==> config.mk <==
export PLATFORM = sky130hd
export DESIGN_NAME = gpio_edge_bank
export DESIGN_NICKNAME = d
export VERILOG_FILES = /design/src/rtl/gpio_edge_bank.sv
export SDC_FILE = /design/constraint.sdc
export NUM_CORES = 1
export LEC_CHECK = 0
export BUFFER_PORTS_ARGS = -buffer_cell sky130_fd_sc_hd__buf_2
export CAP_MARGIN = 20
export CORE_MARGIN = 2
export CORE_UTILIZATION = 35
export CTS_CLUSTER_SIZE = 16
export DETAILED_ROUTE_END_ITERATION = 7
export PLACE_DENSITY = 0.56
export SLEW_MARGIN = 40
export SYNTH_ARGS = -nofsm -noshare
export SYNTH_HDL_FRONTEND = slang
export SYNTH_SLANG_ARGS = --single-unit
==> constraint.sdc <==
create_clock -name clk -period 2.6 [get_ports clk]
set_clock_uncertainty 0.05 [all_clocks]
set_input_delay 0.78 -clock clk [delete_from_list [all_inputs] [get_ports clk]]
set_output_delay 0.78 -clock clk [all_outputs]
set_load 0.01 [all_outputs]
==> src/rtl/gpio_edge_bank.sv <==
module gpio_edge_bank (
  input  logic        clk,
  input  logic        rst_n,
  input  logic        rev_order,
  input  logic        bus_wr,
  input  logic [2:0]  bus_word,
  input  logic [31:0] bus_wdata,
  input  logic [3:0]  bus_be,
  output logic [31:0] bus_rdata,
  input  logic [31:0] pin_in,
  output logic [31:0] pin_out,
  output logic [31:0] pin_oe,
  output logic        irq
);
  localparam int NPIN = 32;

  localparam logic [2:0] W_CTRL = 3'd0;
  localparam logic [2:0] W_DIR  = 3'd2;
  localparam logic [2:0] W_DATA = 3'd3;
  localparam logic [2:0] W_STAT = 3'd4;
  localparam logic [2:0] W_MLO  = 3'd5;
  localparam logic [2:0] W_MHI  = 3'd6;

  function automatic logic [31:0] lane_map(input logic [31:0] v, input logic r);
    return r ? {v[7:0], v[15:8], v[23:16], v[31:24]} : v;
  endfunction

  function automatic logic [31:0] half_map(input logic [31:0] v, input logic r);
    return r ? {v[15:0], v[31:16]} : v;
  endfunction

  function automatic logic [31:0] bytes_to_bits(input logic [3:0] b);
    return {{8{b[3]}}, {8{b[2]}}, {8{b[1]}}, {8{b[0]}}};
  endfunction

  logic [31:0] ctrl_q, dir_q, dout_q, stat_q;
  logic [63:0] mask_q;
  logic [NPIN-1:0] s1_q, s2_q, s3_q;
  logic [NPIN-1:0] en_rise, en_fall, hit, clr;
  logic [31:0] wl_lane, bm_lane, wl_half, bm_half, raw_be;

  assign raw_be  = bytes_to_bits(bus_be);
  assign wl_lane = lane_map(bus_wdata, rev_order);
  assign bm_lane = lane_map(raw_be, rev_order);
  assign wl_half = half_map(bus_wdata, rev_order);
  assign bm_half = half_map(raw_be, rev_order);

  always_comb begin
    for (int p = 0; p < NPIN; p++) begin
      en_fall[p] = mask_q[2*p];
      en_rise[p] = mask_q[2*p+1];
    end
  end

  assign hit = (s2_q & ~s3_q & en_rise) | (~s2_q & s3_q & en_fall);
  assign clr = (bus_wr && bus_word == W_STAT) ? (wl_lane & bm_lane) : '0;
  assign irq = |(stat_q & (en_rise | en_fall));

  assign pin_oe  = dir_q;
  assign pin_out = dout_q;

  always_ff @(posedge clk or negedge rst_n) begin
    if (!rst_n) begin
      s1_q <= '0;
      s2_q <= '0;
      s3_q <= '0;
    end else begin
      s1_q <= pin_in;
      s2_q <= s1_q;
      s3_q <= s2_q;
    end
  end

  always_ff @(posedge clk or negedge rst_n) begin
    if (!rst_n) begin
      ctrl_q <= '0;
      dir_q  <= '0;
      dout_q <= '0;
      mask_q <= '0;
    end else if (bus_wr) begin
      case (bus_word)
        W_CTRL: ctrl_q <= (ctrl_q & ~raw_be) | (bus_wdata & raw_be);
        W_DIR:  dir_q  <= (dir_q & ~bm_lane) | (wl_lane & bm_lane);
        W_DATA: dout_q <= (dout_q & ~bm_lane) | (wl_lane & bm_lane);
        W_MLO:  mask_q[31:0]  <= (mask_q[31:0] & ~bm_half) | (wl_half & bm_half);
        W_MHI:  mask_q[63:32] <= (mask_q[63:32] & ~bm_half) | (wl_half & bm_half);
        default: ;
      endcase
    end
  end

  always_ff @(posedge clk or negedge rst_n) begin
    if (!rst_n) stat_q <= '0;
    else        stat_q <= (stat_q & ~clr) | hit;
  end

  always_comb begin
    case (bus_word)
      W_CTRL:  bus_rdata = ctrl_q;
      W_DIR:   bus_rdata = lane_map(dir_q, rev_order);
      W_DATA:  bus_rdata = lane_map((dir_q & dout_q) | (~dir_q & s2_q), rev_order);
      W_STAT:  bus_rdata = lane_map(stat_q, rev_order);
      W_MLO:   bus_rdata = half_map(mask_q[31:0], rev_order);
      W_MHI:   bus_rdata = half_map(mask_q[63:32], rev_order);
      default: bus_rdata = '0;
    endcase
  end
endmodule

# Word level (Yosys, flattened, before mapping)
# Cells that the tools add are included.
word_totals:
  register_bits: 288
  inputBits: 75
  output_inout_bits: 97
  word_cells: 65
classes:
  n_eq_ne: 5
  mux: 11
  n_bitwise: 32
  reduce_logical: 8
ops:
  columns: ["op", "n"]
  rows:
  - ["32-bit bitwise AND", 16]
  - ["32-bit 2-to-1 mux", 10]
  - ["32-bit bitwise OR", 9]
  - ["32-bit inverter", 7]
  - ["32-bit case mux with 6 select lines", 1]
  - ["32-bit OR reduction", 1]
  - ["2-bit AND reduction", 5]
  - ["3-bit == test (second input constant)", 3]
  - ["3-bit by 2-bit == test with 1-bit output (second input constant)", 2]
  - ["3-bit logical NOT", 1]
  - ["1-bit logical AND", 1]

# Logic depth before layout (Yosys ltp)
# Gate-level depths: netlist (run 1).
logic_depth:
  word_depth: 6
  depth_mapped: 7
  ltp_nobuf: 4

# Worst setup path before layout (run 1)
# OpenSTA, ideal clock, no wires.
synth_timing:
  kind: "input port to output port"
  startpoint: "in bus_word[1]"
  endpoint: "out bus_rdata[15]"
  t_arrival_ps: 1917
  required_ps: 1770
  slack_ps: -147
  path_stages: 6
  path_buffers: 3
  cell_sequence: "buf_2 > or3b_1 > clkbuf_1 > buf_2 > o22ai_1 > or3_1"
synth_between:
  elab_chain_cells: 2
  word_cells_on_any_way: 7
  cone_classes: "eq/ne (5); mux (1); reduce/logical (1)"
synth_lines:
  columns: ["element", "line_no", "source"]
  rows:
  - ["start, declared", "6", "input logic [2:0] bus_word,"]
  - ["3-bit == test (tied with other cells)", "98", "case (bus_word)"]
  - ["32-bit case mux with 6 select lines (*)", "98", null]
  - ["end, declared", "9", "output logic [31:0] bus_rdata,"]
# Mark *: on every way between the ends. The rest lies on a longest branch, timed or not.

==> results of run 1 <==
[per-layer routing]
metal	global-route usage (%)	vias up
li1	-	5611
met1	34.87	6373
met2	47.07	508
met3	3.883	155
met4	10.97	2
met5	0	-
[repair_timing]
action                                  CTS  global route
hold buffers                              0             0
resized for setup                       220            76
setup buffers                            82            17
gates cloned                             21             3
endpoints found under the setup margin   33            33
pin swaps                                46            28
[layout make-up]
cell class	instances	area share, %
Clock buffer	55	5.347
Multi-Input combinational cell	934	35.27
Antenna cell	2	0.02470
Sequential cell	288	35.85
Tap cell	525	3.242
Timing Repair Buffer	437	19.96
Clock inverter	7	0.2964
[kinds of logic (layout without fill, tap and decap cells)]
kind of cell           count (synthesis)  after routing  synth area share (%)
muxes                                248            248                 18.15
AOI/OAI and AO/OA                    352            352                 15.35
other                                  0              2                     0
buffers and inverters                 70            499                 3.246
and+or+nand+nor                      334            334                 11.62
DFF                                  288            288                 51.64
[worst paths after layout]
check	endpoint	slack, ps	cells past startpoint	startpoint
hold / removal	s2_q[30]	100	1	rst_n
setup reg to reg	stat_q[19]	1570	3	flop
max in group asynchronous	asynchronous set/reset pin	1600	2	rst_n
min in group clk	s2_q[28]	290	0	s1_q[28]
hold reg to reg	s2_q[28]	290	0	s1_q[28]
setup / recovery	irq	-310	5	flop
[critical path, delay by kind of cell, from the launching register on]
family / cells / cell delay, ps
flops: 1 / 500
buf+inv: 1 / 180
simple gates: 3 / 630
compound gates: 1 / 240
[layout by cell type, fill, tap and decap left out, types with 20 or more instances in the layout]
cell type,instances
mux2_2,39
nand3_1,20
buf_4,185
dfrtp_2,47
buf_6,41
nand2_1,203
o21ai_1,30
buf_12,28
mux2i_1,164
clkbuf_16,39
buf_16,25
dfrtp_1,241
o211ai_1,32
buf_2,148
o21ai_0,186
nand3b_1,34
o221ai_2,26
mux2i_2,23
mux2i_4,21
[where the power goes]
part / leakage [nW] / switching [mW] / internal [mW]
logic: 5.24 / 2.36 / 2.24
clock network: 0.569 / 1.96 / 2.95
registers: 3.39 / 0.791 / 5.26
==> results summary, run 1 <==
The run finished, with violations left. The final reports fail on setup timing. After detailed routing, no signal wire sits above met5. The register bit total from synthesis is around 290. The worst hold path belongs to the class input port to asynchronous set/reset pin.

The total non-filler cell area in the finished layout is 20,260 um^2. The data arrival at the endpoint of the critical path came out at ~2100 ps. In the post-route analysis, the smallest setup slack over all paths is -314.5 ps. The CTS tree is built.

The detailed router put a total of around 23,000 um of wire on met1. The worst IR drop on VDD came out at between 500 and 600 uV. In this run the vertical extent of the chip is about 200 um. The final-stage net count came out at about 1,800. The share of final-layout standard cells stronger than drive strength 1 is a little over two fifths. The net count after synthesis is around 1,400. The total number of placement rows is 73. The starting utilization of the core area is a little over a third. The routed wirelength normalized by instance count came out at 25.47 um. The number of max-slew violations in the final report is 0. The cell count after synthesis came out at about 1,300. The number of global-route vias before repair was between 10,000 and 15,000. The total detailed-routing wirelength is approximately 57,000 um. The power consumption came out at between 15 and 20 mW. Input and output buffers added on the ports amount to between 150 and 200.

The routed length on met3 came out at between 3000 and 4000 um. Traced cell by cell, the critical path runs through o21ai_0 -> nand4_1 -> nor4_2 -> nand2_1 -> buf_2. The number of H-tree branching levels is 2. The total count of hold-check failures in the final report is 0. The largest total area in the synthesized netlist belongs to dfrtp_1. The area share of the leading cell type in the synthesized netlist is 51.64%. The predominant post-synthesis flop cell is dfrtp_1.

The layout has about 3,500 filler cells. Based on the critical path, the design can be clocked at up to 343.1 MHz. The width of the chip came out at ~200 um. The actual transition at the worst max-transition pin came out at 517.1 ps. The number of warnings issued by yosys is 0.

The static power due to leakage is a little over 9 nW. The post-synthesis instance area is ~14,000 um^2. A synthesized cell averages about 11 um^2. The remaining antenna violation count after routing is 0. The final critical path takes up 112.1% of the cycle. The number of placed instances, taps included is approximately 2,100.

The overall overflow remaining after global route came out at 0. The first TritonRoute pass finished after 5 iterations. For this block, the via count after detailed routing is ~13,000. The detailed placement HPWL is between 30,000 and 40,000 um. The final-layout setup total negative slack is -7240 ps. The initial antenna violation count is 1. The via-per-instance ratio is roughly 5.6.

The count of flip-flops with a built-in enable after synthesis is 0. The power density normalized to cell area came out at roughly 770 nW/um^2. The headroom to the max-slew limit came out at around 65%. The clock net in this run drives a total of between 200 and 300 sinks.

The worst setup path is launched from a flop. After detailed routing, the met2 layer carries between 20,000 and 30,000 um of wire. Across the whole layout, storage elements account for between 7000 and 8000 um^2. Ranked by total cell area, the synthesized netlist is headed by dfrtp_1, mux2i_1, o21ai_0. The sequential fraction of the synthesis area is roughly half.

The final weighted congestion of routability-driven global placement came out at roughly 0.96. Entering global routing, the biggest net connects approximately 70 pins. The largest individual stage delay along the critical path comes from the cell dfrtp_2.

In the synthesized netlist the async set-or-reset flop fraction comes to 100.0%. The number of distinct library cells after synthesis is 30. The commonest cells after synthesis are dfrtp_1, o21ai_0, nand2_1. Setup repair after global routing could not meet its margin everywhere.

The die area came out at ~41,000 um^2. The later pin in the worst-skew pair is clocked with a latency of between 500 and 600 ps. The post-route minimum period came out at a little under 3000 ps.

Max-cap violations in this run came to 0. The starting DRC count in detailed routing is roughly 1,100. STA classifies the critical path endpoint as a primary output.

By instance count, the leading cell after synthesis is dfrtp_1. The placeable core region is approximately 40,000 um^2. The worst hold slack is between 90 and 100 ps.

The multi-input logic area came out at 7148 um^2. The first-pass GRT wire length came out at around 85,000 um. By startpoint and endpoint, the worst setup path is classified as flop to primary output. The placed instances occupy a cell area of between 15,000 and 20,000 um^2. The required time at the worst-slack endpoint is ~1800 ps.

The top fanout value on the critical path came out at 5. The total routing resource utilization after global routing is 27.45%. The number of I/O pins is roughly 170. OpenSTA, run right after detailed placement, puts the worst setup slack at -524.9 ps.

TritonCTS created 35 clock buffers. The final setup violation count came out at 33. The critical path's largest stage delay came out at approximately 500 ps.

The clock edge transition at the registers on the reported setup and hold paths is about 60 ps. The layout-stage area growth over the synthesis result came out at 45.20%. The share of the core filled with cells in the final layout came out at between 50 and 60%. The clock root buffer is clkbuf_16. The maximum clock insertion buffer count is 3. The count of unresolved DRC violations after routing is 0. For this run, the number of standard cells in the final layout without fillers is approximately 2,200.
Power figures use the tool's default switching activity.
==> run 2, diff against run 1 <==
--- a/config.mk
+++ b/config.mk
@@ -7,6 +7,7 @@
 export LEC_CHECK = 0
 export BUFFER_PORTS_ARGS = -buffer_cell sky130_fd_sc_hd__buf_2
 export CAP_MARGIN = 20
+export CORE_ASPECT_RATIO = 1.2
 export CORE_MARGIN = 2
 export CORE_UTILIZATION = 35
 export CTS_CLUSTER_SIZE = 16
==> run 2 against run 1 <==
  * The run still ends with setup timing left
  * Worst setup slack better by 19 ps
  * Utilization is 0.32 points lower
  * First-iteration DRC count is 12% lower
  * Combinational power decreased by 5.0%
  * Non-clock buffer count shrank 22
  * Sequential share of layout area increased by 0.23 points
  * Final cell count fell by 0.93%
  * Routed wire length fell by 3.3%
  * Flip-flop and latch count unchanged
  * Maximum frequency grew 0.66%
  * Total power is 4.3% lower
  * Clock power is 11% lower
  * Critical endpoint is now bus_rdata[9]
  * Largest power group unchanged
  * Highest routed layer is now met4
==> results summary, run 2 (synthesized netlist as in run 1, its figures left out) <==
The final-stage net count came out at 1,745 (was 1,771). The standard cell with the maximum stage delay on the critical path is or3_4 (was dfrtp_2). The starting utilization of the core area was 35.30% (was 35.29%). The maximum frequency from static timing analysis came out at 345.4 MHz (was 343.1 MHz). The via total after detailed routing came out at 12,450 (was 12,650). The detailed placement HPWL came out at 36,390 um (was 38,300 um). The total non-filler cell area in the finished layout is 20,130 um^2 (was 20,260 um^2). The placeable core region came out at 39,540 um^2 (was 39,550 um^2). The final setup violation count was 33 (unchanged). The actual transition at the worst max-transition pin was 491.3 ps (was 517.1 ps).

The switching fraction of total power was 33.27% (was 32.82%). The total number of placement rows is 80 (was 73). The count of maximum capacitance violations came to 0 (unchanged).

The remaining antenna violation count after routing is 0 (unchanged). The headroom to the max-slew limit came out at 67.25% (was 65.38%). Violations in the final reports: setup timing (unchanged). The number of placed instances, taps included is 2,045 (was 2,065). The routed wirelength normalized by instance count is 24.87 um (was 25.47 um). The number of max-slew violations in the final report was 0 (unchanged). The number of I/O pins is 172 (unchanged). The critical path capture point type is a primary output (unchanged).

The share of total power in the clock network is 29.3% (was 31.6%). The final-layout setup total negative slack came out at -7896 ps (was -7240 ps). The start-to-end type of the worst setup path is input port to primary output (was flop to primary output).

The starting DRC count in detailed routing came out at 930 (was 1,054). The total routing resource utilization after global routing was 25.74% (was 27.45%). Setup repair after global routing missed its margin: true (unchanged). Commonest cells after routing, fill and taps aside: dfrtp_1, nand2_1, o21ai_0 (unchanged).

The count of unresolved DRC violations after routing is 0 (unchanged). The power consumption came to 14.88 mW (was 15.55 mW). Outcome: finished, violations left (unchanged).

The total count of hold-check failures in the final report came out at 0 (unchanged). The clock latency of the later-clocked register in the worst-skew pair came out at 580 ps (was 540 ps). The kind of cell adding the most delay to the critical path is buffers and inverters (was simple AND/OR/NAND/NOR gates). The first-pass GRT wire length came out at 79,810 um (was 84,550 um). The share of final-layout standard cells stronger than drive strength 1 is 41.70% (was 41.78%). Cell Chain, Critical Path: buf_8 -> nand3b_1 -> buf_6 -> clkbuf_16 -> o22ai_1 -> or3_4 -> buf_6 (was o21ai_0 -> nand4_1 -> nor4_2 -> nand2_1 -> buf_2). The final setup slack of the worst path came to -295.4 ps (was -314.5 ps). The power spent charging and discharging nets is 4.952 mW (was 5.104 mW). The static power due to leakage was 9.193 nW (was 9.196 nW).

The initial antenna violation count is 0 (was 1). The startpoint type of the worst setup path was an input port (was flop). The maximum number of pins on one net before global-route repair is 63 (was 72). The clock edge transition at the registers on the reported setup and hold paths is 60 ps (about the same). The final weighted congestion of routability-driven global placement came to 0.8831 (was 0.9574). The overall overflow remaining after global route came to 0 (unchanged). The maximum clock insertion buffer count is 3 (unchanged). The proportion of power drawn by combinational gates was 29.3% (was 29.6%). The required time at the worst-slack endpoint is 1770 ps (about the same). The y dimension of the die came to 222.7 um (was 203.7 um). The worst IR drop on VDD is 555.7 uV (was 509.4 uV).

The number of global-route vias before repair is 12,510 (was 12,970). The total detailed-routing wirelength came out at 55,380 um (was 57,260 um). Counting stages on the worst path, the most repeated cell is buf_6. The top fanout value on the critical path is 8 (was 5). The post-layout instance count excluding filler cells is 2,227 (was 2,248). The via-per-instance ratio is 5.591 (was 5.627).

The number of port buffers is 171 (unchanged). The sum of buffers and inverters on the critical path is 4 (was 1). The width of the chip came out at 186.3 um (was 203.7 um). The portion of total power attributed to sequential cells came out at 41.4% (was 38.9%). The post-route minimum period is 2895 ps (was 2915 ps). The CTS tree is built (unchanged). The power density normalized to cell area is 739.3 nW/um^2 (was 767.5 nW/um^2).

The layout-stage area growth over the synthesis result is 44.25% (was 45.20%). The portion of the clock cycle consumed by the worst path in the final layout is 111.4% (was 112.1%). The critical path's largest stage delay is 410 ps (was 500 ps). The cell internal power dissipation is 9.932 mW (was 10.45 mW). The first-pass iteration count of the detailed router is 5 (unchanged).

The die area was 41,490 um^2 (about the same). The internal reg-to-reg setup slack is 1640 ps (was 1570 ps). The total CTS buffers came out at 31 (was 35).

The data arrival at the endpoint of the critical path is 2070 ps (was 2080 ps). The class of the tightest hold or removal check is input port to asynchronous set/reset pin (unchanged). The total placed instance area came to 16,520 um^2 (was 16,680 um^2). The number of H-tree branching levels came to 1 (was 2). The clock root buffer is clkbuf_16 (unchanged).

The total number of clock tree sinks came out at 288 (unchanged). The most common cell after layout, fill and taps aside is dfrtp_1 (unchanged).
-- run 2: cell types whose count changed in the layout (fill, tap and decap cells not counted), moves of 7 or more --
cell,before,now
nand2_4,0,13
buf_12,28,35
buf_4,185,149
nand2_1,203,188
-- run 2: path summary, 6_finish.rpt --
| path | startpoint | end | depth (start not counted) |
|---|---|---|---|
| worst max-delay path | bus_word[0] | bus_rdata[9] | 7 |
| worst min-delay path | rst_n | s3_q[16] | 1 |
| worst max register to register | flop | stat_q[12] | 3 |
| max in group asynchronous | rst_n | asynchronous set/reset pin | 2 |
| worst min register to register | s1_q[1] | s2_q[1] | 0 |
| min in group clk | pin_in[9] | s1_q[9] | 1 |
-- run 2: final cells by class --
| type | count | area, um^2 |
|---|---|---|
| flip-flops and latches | 288 | 7264 |
| clock buffers | 45 | 908.4 |
| clock inverters | 11 | 87.58 |
| multi-input cells | 934 | 7162 |
| well taps | 533 | 666.9 |
| diodes | 1 | 2.502 |
| fillers | 3500 | 19410 |
| repair buffers | 415 | 4040 |
-- run 2: timing repair --
item | 4_1_cts | 5_1_grt
setup endpoints to repair | 33 | 33
setup buffers | 72 | 26
pin swaps | 28 | 56
hold buffers | 0 | 0
resized for setup | 160 | 157
gates cloned | 15 | 14
-- run 2: metrics by stage --
step	hold WS, ps	setup WS (ps)	utilization [%]
floorplan	281.2	-68.02	-
global placement	282.0	-434.8	41.78
global route	70.95	-352.1	50.91
finish	54.74	-295.4	50.92
detailed placement	284.7	-462.5	41.78
CTS	45.66	-273.8	48.03
-- run 2: worst reg2reg max path: cells and delay by family, from the launching register on --
| family | cells | cell delay (ps) |
|---|---|---|
| AO/OA/AOI/OAI | 1 | 140 |
| flip-flops | 1 | 440 |
| buffers and inverters | 1 | 170 |
| AND/OR/NAND/NOR | 1 | 50 |
-- run 2: power groups by stage --
| stage | combinational, mW | sequential, mW | clock (mW) |
|---|---|---|---|
| floorplan | 1.66 | 5.96 | 0 |
| global placement | 3.21 | 6.13 | 0 |
| detailed placement | 3.25 | 6.15 | 0 |
| CTS | 3.87 | 6.06 | 4.43 |
| global route | 4.69 | 6.24 | 4.61 |
| finish | 4.37 | 6.16 | 4.36 |
-- run 2: layer usage --
| layer | vias up | global-route usage (%) | share of wire, % |
|---|---|---|---|
| met4 | 0 | 8.509 | 5.1 |
| li1 | 5547 | - | - |
| met5 | - | 0 | 0 |
| met2 | 531 | 42.31 | 48 |
| met1 | 6246 | 34.96 | 41 |
| met3 | 128 | 3.442 | 6.4 |
==> run 3, diff against run 2 <==
--- a/config.mk
+++ b/config.mk
@@ -9,10 +9,10 @@
 export CAP_MARGIN = 20
 export CORE_ASPECT_RATIO = 1.2
 export CORE_MARGIN = 2
-export CORE_UTILIZATION = 35
+export CORE_UTILIZATION = 45
 export CTS_CLUSTER_SIZE = 16
 export DETAILED_ROUTE_END_ITERATION = 7
-export PLACE_DENSITY = 0.56
+export PLACE_DENSITY = 0.68
 export SLEW_MARGIN = 40
 export SYNTH_ARGS = -nofsm -noshare
 export SYNTH_HDL_FRONTEND = slang
==> run 3 against run 2 <==
  * The run still ends with setup timing left
  * Sequential share of layout area is 1.6 points higher
  * Maximum frequency grew 0.50%
  * Critical path depth down 1
  * Hold slack improved by 78 ps
  * Die area decreased by 22%
  * Non-clock buffer count decreased by 23
==> results summary, run 3 (synthesized netlist as in run 1, its figures left out) <==
The maximum clock insertion buffer count is 3 (unchanged). Violations in the final reports: setup timing (unchanged). Setup repair after global routing missed its margin: true (unchanged). The final weighted congestion of routability-driven global placement came out at 0.9460 (was 0.8831). The number of port buffers came out at 171 (unchanged).

The CTS tree is built (unchanged). The layout-stage area growth over the synthesis result came out at 37.83% (was 44.25%). The headroom to the max-slew limit came out at 60.25% (was 67.25%). The data arrival at the endpoint of the critical path was 2050 ps (was 2070 ps). The routed wirelength normalized by instance count is 24.80 um (was 24.87 um). The portion of the clock cycle consumed by the worst path in the final layout was 110.8% (was 111.4%).

The total detailed-routing wirelength came out at 51,190 um (was 55,380 um). The via total after detailed routing came out at 12,600 (was 12,450). The total number of placement rows is 70 (was 80). The critical path capture point type is a primary output (unchanged). The post-route minimum period is 2881 ps (was 2895 ps). The initial antenna violation count is 1 (was 0). The start-to-end type of the worst setup path was input port to primary output (unchanged). The share of final-layout standard cells stronger than drive strength 1 came to 38.32% (was 41.70%). The total non-filler cell area in the finished layout came to 19,240 um^2 (was 20,130 um^2). The final setup slack of the worst path came out at -281.1 ps (was -295.4 ps). The total routing resource utilization after global routing came out at 30.77% (was 25.74%).

The starting utilization of the core area was 45.79% (was 35.30%). The number of global-route vias before repair is 12,240 (was 12,510). The number of placed instances, taps included is 1,913 (was 2,045). The die area is 32,440 um^2 (was 41,490 um^2).

The worst IR drop on VDD is 563.1 uV (was 555.7 uV). The class of the tightest hold or removal check was input port to asynchronous set/reset pin (unchanged). The placement-stage worst setup slack was -437.4 ps (was -462.5 ps).

The power density normalized to cell area came out at 751.6 nW/um^2 (was 739.3 nW/um^2). The startpoint type of the worst setup path is an input port (unchanged). The number of max-slew violations in the final report came to 0 (unchanged). Outcome: finished, violations left (unchanged).

The actual transition at the worst max-transition pin is 596.3 ps (was 491.3 ps). The y dimension of the die came to 196.9 um (was 222.7 um). The maximum number of pins on one net before global-route repair is 66 (was 63). The final setup violation count came out at 33 (unchanged).

The required time at the worst-slack endpoint is 1770 ps (about the same). The starting DRC count in detailed routing is 1,311 (was 930). The width of the chip is 164.8 um (was 186.3 um). The first-pass GRT wire length is 74,740 um (was 79,810 um). The number of H-tree branching levels is 1 (unchanged). The final-stage net count came out at 1,722 (was 1,745). The total count of hold-check failures in the final report was 0 (unchanged).

The share of the core filled with cells in the final layout came to 63.11% (was 50.92%). The post-layout instance count excluding filler cells was 2,064 (was 2,227). The top fanout value on the critical path is 22 (was 8). The via-per-instance ratio is 6.105 (was 5.591). The clock edge transition at the registers on the reported setup and hold paths came out at 50 ps (was 60 ps). The placeable core region is 30,480 um^2 (was 39,540 um^2).

The count of maximum capacitance violations came to 0 (unchanged). The number of I/O pins came out at 172 (unchanged). The clock latency of the later-clocked register in the worst-skew pair came out at 580 ps (about the same). The first-pass iteration count of the detailed router came out at 5 (unchanged). The clock root buffer is clkbuf_16 (unchanged).

Commonest cells after routing, fill and taps aside: dfrtp_1, nand2_1, o21ai_0 (unchanged). The count of unresolved DRC violations after routing was 0 (unchanged). The quantity of hold-fixing buffers added after cts is 0 (unchanged). The static power due to leakage is 8.871 nW (was 9.193 nW).

The total placed instance area came out at 16,390 um^2 (was 16,520 um^2). The remaining antenna violation count after routing came out at 0 (unchanged). The detailed placement HPWL came to 34,530 um (was 36,390 um). The maximum frequency from static timing analysis came out at 347.1 MHz (was 345.4 MHz).

The overall overflow remaining after global route is 0 (unchanged). The total CTS buffers is 31 (unchanged). The most common cell after layout, fill and taps aside is dfrtp_1 (unchanged). The final-layout setup total negative slack is -7330 ps (was -7896 ps).

The total number of clock tree sinks is 288 (unchanged).
## run 3: worst max-delay path: stages
cell and delay [ps]:
buf_16 140, buf_12 200, mux2i_2 280, o221ai_1 150, or3_4 360, buf_6 130
## run 3: worst paths after layout
check,start,to,slack [ps],cells past startpoint
max in group asynchronous,rst_n,asynchronous set/reset pin,1660,2
setup / recovery,rev_order,bus_rdata[1],-280,6
min in group clk,pin_in[25],s1_q[25],250,1
hold / removal,rst_n,s1_q[11],130,1
hold reg to reg,s1_q[8],s2_q[8],290,0
setup reg to reg,s2_q[5],stat_q[5],1460,5
## run 3: power breakdown
part | leakage [nW] | switching [mW] | internal [mW]
combinational | 5.03 | 2.16 | 2.02
sequential | 3.39 | 0.846 | 5.25
clock | 0.452 | 1.80 | 2.38
total | 8.87 | 4.80 | 9.65
## run 3: repair_timing
action | 4_1_cts | 5_1_grt
setup endpoints to repair | 33 | 33
hold endpoints to repair | 0 | 0
buffers inserted | 58 | 22
resized for setup | 132 | 111
pin swaps | 25 | 41
cloned | 12 | 5
## run 3: per-stage QoR
step                      power, mW  hold WS (ps)
final                         14.46         133.0
after global routing          15.04         169.0
after detailed placement      9.348         284.7
after global placement        9.250         281.7
after CTS                     14.02         146.5
after floorplan               7.620         281.2
## run 3: final cells by class
type / count / area (um^2)
flip-flops and latches: 288 / 7257
well taps: 396 / 495.5
diodes: 3 / 7.507
clock inverters: 7 / 68.82
multi-input cells: 934 / 6979
repair buffers: 392 / 3563
fillers: 2423 / 11240
clock buffers: 44 / 864.6
## run 3: routing by layer
layer | part of all wire (%) | track usage, % | up-vias | routed length, um
met5 | 0 | 0 | - | 0
met4 | 5.0 | 13.17 | 0 | 2578
met3 | 9.0 | 5.640 | 168 | 4628
met2 | 47 | 48.85 | 712 | 23820
met1 | 39 | 41.43 | 6218 | 20160
li1 | - | - | 5502 | -
